==> src/rtl/dramcfg_pkg.sv <==
// Package: shared constants, the variant type and the functions that build
// the protected mask, the constant pattern and the size code.
// Assumes 32-bit words; the word indices below are part of the behaviour.
package dramcfg_pkg;

    localparam int unsigned WORD_W = 32;

    // Unlock key for the lock word
    localparam logic [WORD_W-1:0] UNLOCK_KEY = 32'hFC60_0309;

    // Word indices with special handling
    localparam int unsigned PROT_IDX = 0;
    localparam int unsigned CONF_IDX = 1;
    localparam int unsigned PHY_IDX  = 24;
    localparam int unsigned TEST_IDX = 28;

    // Bit positions inside the special words
    localparam int unsigned SIZE_LSB       = 0;
    localparam int unsigned APER_LSB       = 2;
    localparam int unsigned DISPLAY_BIT    = 6;
    localparam int unsigned A_RSVD_LSB     = 11;
    localparam int unsigned B_RSVD_LSB     = 14;
    localparam int unsigned B_RSVD_MSB     = 18;
    localparam int unsigned B_INITDONE_BIT = 19;
    localparam int unsigned B_VER_LSB      = 28;
    localparam int unsigned PHY_BUSY_BIT   = 0;
    localparam int unsigned TEST_DONE_BIT  = 12;
    localparam int unsigned TEST_FAIL_BIT  = 13;

    typedef enum logic {VAR_A = 1'b0, VAR_B = 1'b1} variant_e;

    // Map the installed size in MB to the 2-bit code; unknown sizes fall back
    function automatic logic [1:0] size_code(input variant_e v, input int unsigned mb);
        logic [1:0] c;
        if (v == VAR_A) begin
            case (mb)
                64:      c = 2'd0;
                128:     c = 2'd1;
                256:     c = 2'd2;
                512:     c = 2'd3;
                default: c = 2'd2;
            endcase
        end else begin
            case (mb)
                128:     c = 2'd0;
                256:     c = 2'd1;
                512:     c = 2'd2;
                1024:    c = 2'd3;
                default: c = 2'd2;
            endcase
        end
        return c;
    endfunction

    // Bits of the configuration word that software cannot change
    function automatic logic [WORD_W-1:0] ro_mask(input variant_e v);
        logic [WORD_W-1:0] m;
        m = '0;
        m[APER_LSB +: 2] = 2'b11;
        m[DISPLAY_BIT]   = 1'b1;
        if (v == VAR_A) begin
            m[WORD_W-1:A_RSVD_LSB] = '1;
        end else begin
            m[B_VER_LSB +: 4]            = 4'hF;
            m[B_INITDONE_BIT]            = 1'b1;
            m[B_RSVD_MSB:B_RSVD_LSB]     = '1;
        end
        return m;
    endfunction

    // Constant pattern merged into every configuration write and loaded on reset
    function automatic logic [WORD_W-1:0] fixed_bits(input variant_e v, input int unsigned mb);
        logic [WORD_W-1:0] f;
        f = '0;
        f[SIZE_LSB +: 2] = size_code(v, mb);
        if (v == VAR_A) begin
            f[DISPLAY_BIT] = 1'b1;
        end else begin
            f[B_VER_LSB +: 4] = 4'd1;
            f[APER_LSB +: 2]  = 2'd3;
            f[B_INITDONE_BIT] = 1'b1;
        end
        return f;
    endfunction

endpackage

==> src/rtl/dramcfg_addr_dec.sv <==
// Address decoder: turns a byte address into a one-hot word select and an
// in-range flag. Assumes word-aligned use; bits 1:0 are ignored.
module dramcfg_addr_dec #(
    parameter int unsigned ADDR_W   = 12,
    parameter int unsigned NUM_REGS = 32
) (
    input  logic                clk,
    input  logic                rst_n,
    input  logic [ADDR_W-1:0]   addr,
    output logic [NUM_REGS-1:0] sel,
    output logic                in_range
);
    localparam int unsigned IDX_W = ADDR_W - 2;
    localparam logic [IDX_W:0] LIMIT = NUM_REGS[IDX_W:0];

    logic [IDX_W-1:0] idx;
    logic [1:0]       unused_lsb;

    // Word index: drop byte-lane bits
    always_comb begin
        idx        = addr[ADDR_W-1:2];
        unused_lsb = addr[1:0];
    end

    // Range check against implemented word count
    always_comb in_range = ({1'b0, idx} < LIMIT);

    // One select line per implemented word
    for (genvar i = 0; i < NUM_REGS; i++) begin : g_sel
        assign sel[i] = (idx == IDX_W'(i));
    end

    a_r8_sel_onehot: assert property (@(posedge clk) disable iff (!rst_n)
        $onehot0(sel));
    a_r8_no_sel_outside: assert property (@(posedge clk) disable iff (!rst_n)
        !in_range |-> (sel == '0));
endmodule

==> src/rtl/dramcfg_wr_shape.sv <==
// Write-data shaper: produces the value to store for the addressed word.
// Lock word gets a key-match flag, configuration word gets mask/pattern merge,
// and in variant B the two status words get their forced bits.
// Assumes at most one hit_* input is high at a time.
module dramcfg_wr_shape
    import dramcfg_pkg::*;
#(
    parameter variant_e    VARIANT = VAR_B,
    parameter int unsigned MEM_MB  = 512
) (
    input  logic [WORD_W-1:0] raw,
    input  logic              hit_prot,
    input  logic              hit_conf,
    input  logic              hit_phy,
    input  logic              hit_test,
    output logic [WORD_W-1:0] shaped
);
    localparam logic [WORD_W-1:0] MASK = ro_mask(VARIANT);
    localparam logic [WORD_W-1:0] FIX  = fixed_bits(VARIANT, MEM_MB);

    logic [WORD_W-1:0] after_conf;
    logic [WORD_W-1:0] after_stat;

    // Merge protected fields of the configuration word
    always_comb after_conf = hit_conf ? ((raw & ~MASK) | FIX) : raw;

    if (VARIANT == VAR_B) begin : g_status
        // Force the status words to report success
        always_comb begin
            after_stat = after_conf;
            if (hit_phy) after_stat[PHY_BUSY_BIT] = 1'b0;
            if (hit_test) begin
                after_stat[TEST_DONE_BIT] = 1'b1;
                after_stat[TEST_FAIL_BIT] = 1'b0;
            end
        end
    end else begin : g_plain
        logic unused_hits;
        // Variant A stores status words as written
        always_comb begin
            after_stat  = after_conf;
            unused_hits = hit_phy ^ hit_test;
        end
    end

    // Lock word stores only whether the key matched
    always_comb shaped = hit_prot ? WORD_W'(raw == UNLOCK_KEY) : after_stat;
endmodule

==> src/rtl/dramcfg_store.sv <==
// Word storage: one register per word with its own write enable.
// Synchronous active-low reset clears all words except RST_IDX, which loads
// RST_WORD. Assumes the enables are already gated by the lock.
module dramcfg_store
    import dramcfg_pkg::*;
#(
    parameter int unsigned       NUM_REGS = 32,
    parameter int unsigned       RST_IDX  = 1,
    parameter logic [WORD_W-1:0] RST_WORD = '0
) (
    input  logic                            clk,
    input  logic                            rst_n,
    input  logic [NUM_REGS-1:0]             we,
    input  logic [WORD_W-1:0]               wdata,
    output logic [NUM_REGS-1:0][WORD_W-1:0] words
);
    for (genvar i = 0; i < NUM_REGS; i++) begin : g_word
        localparam logic [WORD_W-1:0] INIT = (i == RST_IDX) ? RST_WORD : '0;

        // Hold or update one word
        always_ff @(posedge clk) begin
            if (!rst_n)     words[i] <= INIT;
            else if (we[i]) words[i] <= wdata;
        end

        a_r11_write_lands: assert property (@(posedge clk) disable iff (!rst_n)
            we[i] |=> (words[i] == $past(wdata)));
        a_r3_idle_holds: assert property (@(posedge clk) disable iff (!rst_n)
            !we[i] |=> $stable(words[i]));
    end
endmodule

==> src/rtl/dramcfg_keyed_regs.sv <==
// Top: key-protected configuration register bank for a DRAM controller.
// Decodes the address, gates writes with the lock word, shapes the write
// data per word and variant, stores it, and returns reads combinationally.
// Assumes single-cycle 32-bit accesses; bus_addr bits 1:0 are ignored.
module dramcfg_keyed_regs
    import dramcfg_pkg::*;
#(
    parameter variant_e    VARIANT  = VAR_B,
    parameter int unsigned MEM_MB   = 512,
    parameter int unsigned ADDR_W   = 12,
    parameter int unsigned NUM_REGS = 32
) (
    input  logic              clk,
    input  logic              rst_n,
    input  logic [ADDR_W-1:0] bus_addr,
    input  logic              bus_wr,
    input  logic [WORD_W-1:0] bus_wdata,
    output logic [WORD_W-1:0] bus_rdata
);
    localparam logic [WORD_W-1:0] CONF_MASK = ro_mask(VARIANT);
    localparam logic [WORD_W-1:0] CONF_FIX  = fixed_bits(VARIANT, MEM_MB);

    logic [NUM_REGS-1:0]             sel;
    logic                            in_range;
    logic [NUM_REGS-1:0]             we;
    logic [WORD_W-1:0]               shaped;
    logic [NUM_REGS-1:0][WORD_W-1:0] words;
    logic                            lock_open;

    dramcfg_addr_dec #(.ADDR_W(ADDR_W), .NUM_REGS(NUM_REGS)) u_dec (
        .clk      (clk),
        .rst_n    (rst_n),
        .addr     (bus_addr),
        .sel      (sel),
        .in_range (in_range)
    );

    dramcfg_wr_shape #(.VARIANT(VARIANT), .MEM_MB(MEM_MB)) u_shape (
        .raw      (bus_wdata),
        .hit_prot (sel[PROT_IDX]),
        .hit_conf (sel[CONF_IDX]),
        .hit_phy  (sel[PHY_IDX]),
        .hit_test (sel[TEST_IDX]),
        .shaped   (shaped)
    );

    // Lock state is bit 0 of the lock word
    always_comb lock_open = words[PROT_IDX][0];

    // Write enables: lock word always writable, others only when open
    for (genvar i = 0; i < NUM_REGS; i++) begin : g_we
        if (i == PROT_IDX) begin : g_key
            assign we[i] = bus_wr & sel[i];
        end else begin : g_gated
            assign we[i] = bus_wr & sel[i] & lock_open;
        end
    end

    dramcfg_store #(.NUM_REGS(NUM_REGS), .RST_IDX(CONF_IDX), .RST_WORD(CONF_FIX)) u_store (
        .clk   (clk),
        .rst_n (rst_n),
        .we    (we),
        .wdata (shaped),
        .words (words)
    );

    // AND-OR read mux over the one-hot select
    always_comb begin
        bus_rdata = '0;
        for (int i = 0; i < NUM_REGS; i++) begin
            if (sel[i]) bus_rdata = bus_rdata | words[i];
        end
    end

    a_r1_key_sets_lock: assert property (@(posedge clk) disable iff (!rst_n)
        (bus_wr && sel[PROT_IDX]) |=> (lock_open == ($past(bus_wdata) == UNLOCK_KEY)));
    a_r2_lock_word_binary: assert property (@(posedge clk) disable iff (!rst_n)
        words[PROT_IDX][WORD_W-1:1] == '0);
    a_r3_locked_no_change: assert property (@(posedge clk) disable iff (!rst_n)
        (bus_wr && !lock_open && !sel[PROT_IDX]) |=> $stable(words));
    a_r4_conf_protected: assert property (@(posedge clk) disable iff (!rst_n)
        (words[CONF_IDX] & CONF_MASK) == (CONF_FIX & CONF_MASK));
    a_r4_conf_pattern_kept: assert property (@(posedge clk) disable iff (!rst_n)
        (words[CONF_IDX] & CONF_FIX) == CONF_FIX);
    a_r8_outside_reads_zero: assert property (@(posedge clk) disable iff (!rst_n)
        !in_range |-> (bus_rdata == '0));

    if (VARIANT == VAR_B) begin : g_chk_b
        a_r6_phy_never_busy: assert property (@(posedge clk) disable iff (!rst_n)
            words[PHY_IDX][PHY_BUSY_BIT] == 1'b0);
        a_r7_test_passes: assert property (@(posedge clk) disable iff (!rst_n)
            (bus_wr && lock_open && sel[TEST_IDX]) |=>
            (words[TEST_IDX][TEST_FAIL_BIT:TEST_DONE_BIT] == 2'b01));
    end
endmodule

==> config.mk <==
export PLATFORM = sky130hd
export DESIGN_NAME = dramcfg_keyed_regs
export DESIGN_NICKNAME = d
export VERILOG_FILES = /design/src/rtl/dramcfg_pkg.sv /design/src/rtl/dramcfg_addr_dec.sv /design/src/rtl/dramcfg_wr_shape.sv /design/src/rtl/dramcfg_store.sv /design/src/rtl/dramcfg_keyed_regs.sv
export SDC_FILE = /design/constraint.sdc
export NUM_CORES = 2
export LEC_CHECK = 0
export BUFFER_PORTS_ARGS = -buffer_cell sky130_fd_sc_hd__buf_2
export CORE_ASPECT_RATIO = 0.8
export CORE_UTILIZATION = 60
export CTS_CLUSTER_DIAMETER = 30
export DETAILED_ROUTE_END_ITERATION = 6
export GPL_TIMING_DRIVEN = 0
export PLACE_DENSITY = 0.87
export SYNTH_ARGS = -nofsm -noshare
export SYNTH_HDL_FRONTEND = slang
export SYNTH_HIERARCHICAL = 1
export SYNTH_SLANG_ARGS = --single-unit
==> constraint.sdc <==
create_clock -name clk -period 4.19 [get_ports clk]
set_input_delay 0.2095 -clock clk [delete_from_list [all_inputs] [get_ports clk]]
set_output_delay 0.2095 -clock clk [all_outputs]
set_load 0.02 [all_outputs]
# Word level (Yosys, flattened, before mapping)
# Index checks and enable logic that the tools add are counted.
# totals
word_cells,195
output_inout_bits,32
input_bits,47
reg_bits,1024
ram_bits,0
romBits,0
latchBits,0
memories,0
# classes
n_addsub,0
n_mux,36
multipliers,0
bitwise_logic,94
div_mod_pow,0
eq_ne,32
n_reduce_logical,1
shifts,0
order_cmp,0
# op_table
cell,count
2-to-1 mux 32 bit,34
OR 32 bit,31
"equality test 10 x 5 -> 1 bit, second input constant",16
"equality test 10 x 4 -> 1 bit, second input constant",8
AND 1 bit,63
"equality test 10 x 3 -> 1 bit, second input constant",4
"equality test 32 bit, second input constant",1
"equality test 10 x 2 -> 1 bit, second input constant",2
"equality test 10 x 1 -> 1 bit, second input constant",1
zero test 10 bit,1
2-to-1 mux 2 bit,1
2-to-1 mux 1 bit,1

# Logic depth before layout (Yosys ltp)
# depth
word_depth,64
mapped_depth,11

# By module
# Netlist, hierarchy kept.
# modules_own_cells
mod,area_per_inst_um2,n_inst,cells_per_inst
dramcfg_store,39172.6,1,3410
dramcfg_keyed_regs,6070.8,1,838
dramcfg_addr_dec,379.1,1,55
dramcfg_wr_shape,322.8,1,53

# Worst setup path after synthesis
# OpenSTA, ideal clock, no wires.
# synth_path
path_kind,in2reg
startpoint,input bus_addr[8]
endpoint,register u_store/words[0] (netlist bit)
n_path_buf,3
t_arrival_ps,3047
setup_slack_ps,1077
setup_ps,65
required_ps,4125
path_stages,10
cell_sequence,or4_4 -> buf_6 -> buf_6 -> nor3_1 -> nand4b_1 -> or4_1 -> o41ai_2 -> clkbuf_1 -> mux2i_1 -> nor2b_1
# synth_between
word_cells_on_any_way,5
classes_between,1 x eq/ne; 2 x mux; 1 x bitwise; 1 x reduce/logical
# synth_lines
element,line,text
start: declaration,dramcfg_keyed_regs.sv:15,"input logic [ADDR_W-1:0] bus_addr,"
zero test 10 bit,dramcfg_addr_dec.sv:30,assign sel[i] = (idx == IDX_W'(i));
net sel[0],dramcfg_keyed_regs.sv:23,logic [NUM_REGS-1:0] sel;
2-to-1 mux 32 bit,dramcfg_wr_shape.sv:47,always_comb shaped = hit_prot ? WORD_W'(raw == UNLOCK_KEY) : after_stat;
net shaped[0],dramcfg_keyed_regs.sv:26,logic [WORD_W-1:0] shaped;
end signal: indexed assignment,dramcfg_store.sv:23,else if (we[i]) words[i] <= wdata;
end: declaration,dramcfg_store.sv:15,output logic [NUM_REGS-1:0][WORD_W-1:0] words
# The timed path passes the listed nets, and every way through them passes these cells.
# A chain may end at the register's enable or synchronous reset.

# Final worst setup path
# layout_path
startpoint,input bus_addr[4]
endpoint,output bus_rdata[11]
# layout_between
word_cells_on_any_way,95
classes_between,31 x eq/ne; 32 x mux; 31 x bitwise; 1 x reduce/logical
# layout_lines
element,line,text
equality test 10 x 4 -> 1 bit (*),dramcfg_addr_dec.sv:30,
net sel[10],dramcfg_keyed_regs.sv:23,
2-to-1 mux 32 bit (*),dramcfg_keyed_regs.sv:71,if (sel[i]) bus_rdata = bus_rdata | words[i];
OR 32 bit,dramcfg_keyed_regs.sv:71,
2-to-1 mux 32 bit (*),dramcfg_keyed_regs.sv:71,
OR 32 bit,dramcfg_keyed_regs.sv:71,
2-to-1 mux 32 bit (*),dramcfg_keyed_regs.sv:71,
OR 32 bit,dramcfg_keyed_regs.sv:71,
[29 not listed],-,
OR 32 bit,dramcfg_keyed_regs.sv:71,
2-to-1 mux 32 bit (*),dramcfg_keyed_regs.sv:71,
OR 32 bit,dramcfg_keyed_regs.sv:71,
2-to-1 mux 32 bit (*),dramcfg_keyed_regs.sv:71,
OR 32 bit,dramcfg_keyed_regs.sv:71,
2-to-1 mux 32 bit (*),dramcfg_keyed_regs.sv:71,
OR 32 bit,dramcfg_keyed_regs.sv:71,
2-to-1 mux 32 bit (*),dramcfg_keyed_regs.sv:71,
end: declaration,dramcfg_keyed_regs.sv:18,output logic [WORD_W-1:0] bus_rdata
# The timed path passes the listed nets; every way through them passes the cells marked *.

==> summary.txt <==
Run status
  • Failing checks: DRC
  • Outcome: finished with violations

Worst setup path
  • Reg2Reg Depth: 6
  • Startpoint types: input port
  • WP buf/inv: 4
  • Critical-path maximum fanout: 10
  • Crit-path leading delay family: buffers and inverters
  • CP endpoint kind: output pin
  • Reg2Reg Setup Slack: 1.75 ns
  • Worst EP required: 3.98 ns
  • CP Cell Sequence: buf_2, or4b_2, nor3_1, clkbuf_1, clkbuf_1, a22oi_1, nand4_1, or4_1, buf_2
  • CP arrival: 3.82 ns
  • Worst stage delay on the critical path: 0.81 ns
  • Worst r2r src: u_store/words[0]
  • Reg2reg end: u_store/words[466]
  • Setup CP Type: input port to output pin
  • CP max stage cell: clkbuf_1

Drt
  • 1st-pass router iterations: 7
  • DR WL/cell: 28.60 um
  • Routed WL: 164,400 um
  • Antenna-violating nets left: 0
  • Iter 0 DRT Violations: 6,014
  • Vias per cell: 6.477
  • DR vias: 37,240
  • DRC: 3

CTS
  • Post-CTS Hold Buffers: 15
  • Root Buffer Master: clkbuf_16
  • Clk slew on worst S/H paths: 0.06 ns
  • CTS Buf Count: 153
  • Resized cells post-CTS: 0
  • CTS tree: yes
  • Clk_lat worst skew: 0.75 ns
  • Clock Tree Buf Depth: 3
  • CTS sink count: 1,024
  • Htree depth: 4
  • Post-CTS Repair Setup Buffers: 0

Timing
  • Slew HR: 0.04296
  • Worst Tran Pin Value: 1.430 ns
  • Final Max Tran Viols: 0
  • Min Tclk post-route: 4.032 ns
  • Setup Viol. Count Final: 0
  • Final Worst Setup Slack: 0.1579 ns
  • RSZ-0062 raised after global routing: no
  • Fin. Hold Viols: 0
  • Worst Skew: 0.03555 ns
  • Period utilization: 0.9623
  • Fmax: 248.0 MHz

Die
  • Core area: 0.07556 mm2
  • Ports: 79
  • Die extent in x: 311.4 um
  • # rows: 90
  • Die Height: 249.5 um
  • Die ar.: 0.07769 mm2
  • Initial Util: 0.6080

GRT
  • Grt ovf: 0
  • Pin count of the biggest net entering global routing: 17
  • Gr usage total: 0.4075
  • Initial antenna violation count: 17
  • First-pass GRT wire length: 235,200 um
  • Vias in the first global route: 36,260

Yosys
  • Post-Syn Area: 0.04594 mm2
  • Synthesized area per cell: 10.55 um2
  • Net Count, Synth: 4,402
  • YS warnings: 6
  • Cells after Synth: 4,355

Worst hold path
  • Worst hold start: bus_wdata[2]
  • Hold Path Cell Cnt: 5
  • Tightest Hold Check Type: input port to register
  • Endpoint, Worst Hold: u_store/words[994]

Cells and area
  • Max reg flops: 1,024
  • Largest regs: u_store/words (1024)
  • Synthesis-to-layout area growth: 15.54%
  • Fin area: 0.05308 mm2
  • Fillers: 5,266
  • Layout Nets: 4,648
  • Post-route core utilization: 0.7025
  • Share of cells above drive strength 1: 0.1342
  • Largest Register: u_store/words

Placed design
  • Final Wtd Congestion: 1.033
  • Dpl cell area: 0.04759 mm2
  • Buffers on Ports: 75
  • Dpl ws: -0.07116 ns
  • Detailed Place HPWL: 115,300 um

Power and ir drop
  • Total power: 0.02373 W
  • Maximum VDD drop: 0.0003632 V
  • Pwr/cell area: 447.1 mW/mm2
  • P_leak: 16.76 nW

Job
  • Max-cap viol count: 0
[stage by stage]
stage,hold WS [ns],instances,TNS [ns]
floorplan,0.4419,4355,0
global placement,0.4544,5442,-19.71
detailed placement,0.4669,5443,-1.306
CTS,0.0004194,5742,0
global route,0.03137,5743,0
finish,0.02557,5750,0
[tightest hold or removal path, cell delays in order]
cell and delay [ns]:
buf_2 0.13, nor2_1 0.10, nor2_1 0.09, mux2i_1 0.15, nor2b_1 0.06
[placed cells by master, fill, tap and decap left out, types with 4 or more instances in the layout]
| cell | n |
|---|---|
| mux2i_1 | 1024 |
| clkinvlp_4 | 16 |
| clkinv_2 | 21 |
| nor3_1 | 23 |
| clkinv_4 | 17 |
| clkbuf_4 | 12 |
| nand2_1 | 6 |
| buf_8 | 5 |
| dfxtp_1 | 1024 |
| inv_6 | 17 |
| nor4_2 | 5 |
| bufinv_16 | 15 |
| nand4_1 | 131 |
| diode_2 | 8 |
| a22oi_1 | 510 |
| buf_2 | 147 |
| buf_4 | 94 |
| clkbuf_8 | 16 |
| clkbuf_16 | 155 |
| or4_1 | 34 |
| nor2_1 | 15 |
| clkbuf_1 | 225 |
| buf_6 | 94 |
| nor2b_1 | 1034 |
| clkinv_8 | 4 |
| dlygate4sd3_1 | 15 |
| and3_1 | 31 |
| and2_1 | 10 |
[metal layers]
layer	GRT usage	up-vias	wire length, um
met3	0.1884	625	24860
met5	0.03440	-	527
met4	0.1786	22	7765
met2	0.5835	2718	67190
li1	-	15830	-
met1	0.5189	18040	64100
[worst max-delay path by stage]
stage	end	from	slack [ns]	cells after the start
after floorplan	u_store/words[0]	bus_addr[8]	1.08	10
after global placement	u_store/words[128]	bus_addr[5]	-0.49	10
after detailed placement	u_store/words[80]	bus_addr[5]	-0.07	9
after CTS	bus_rdata[11]	bus_addr[5]	0.09	10
after global routing	bus_rdata[11]	bus_addr[4]	0.28	9
final	bus_rdata[11]	bus_addr[4]	0.16	9
[report_power, final]
| group | switching (W) | leakage (nW) | total, W | internal, W |
|---|---|---|---|---|
| registers | 0.0000000754 | 8.24 | 0.00974 | 0.00974 |
| clock network | 0.00501 | 2.56 | 0.0131 | 0.00808 |
| logic | 0.000624 | 5.96 | 0.000894 | 0.000270 |
| total | 0.00563 | 16.8 | 0.0237 | 0.0181 |
[layout make-up]
type | instances | area [um2] | share of cell area
buffer | 483 | 3082 | 0.05806
tap | 1012 | 1266 | 0.02385
multi-input combinational | 2847 | 22370 | 0.4215
clock inverter | 95 | 1160 | 0.02185
timing repair buffer | 91 | 530.5 | 0.009994
inverter | 1 | 3.754 | 0.00007071
antenna | 8 | 20.02 | 0.0003771
sequential | 1024 | 20500 | 0.3862
clock buffer | 189 | 4146 | 0.07812
Power figures use the tool's default switching activity.
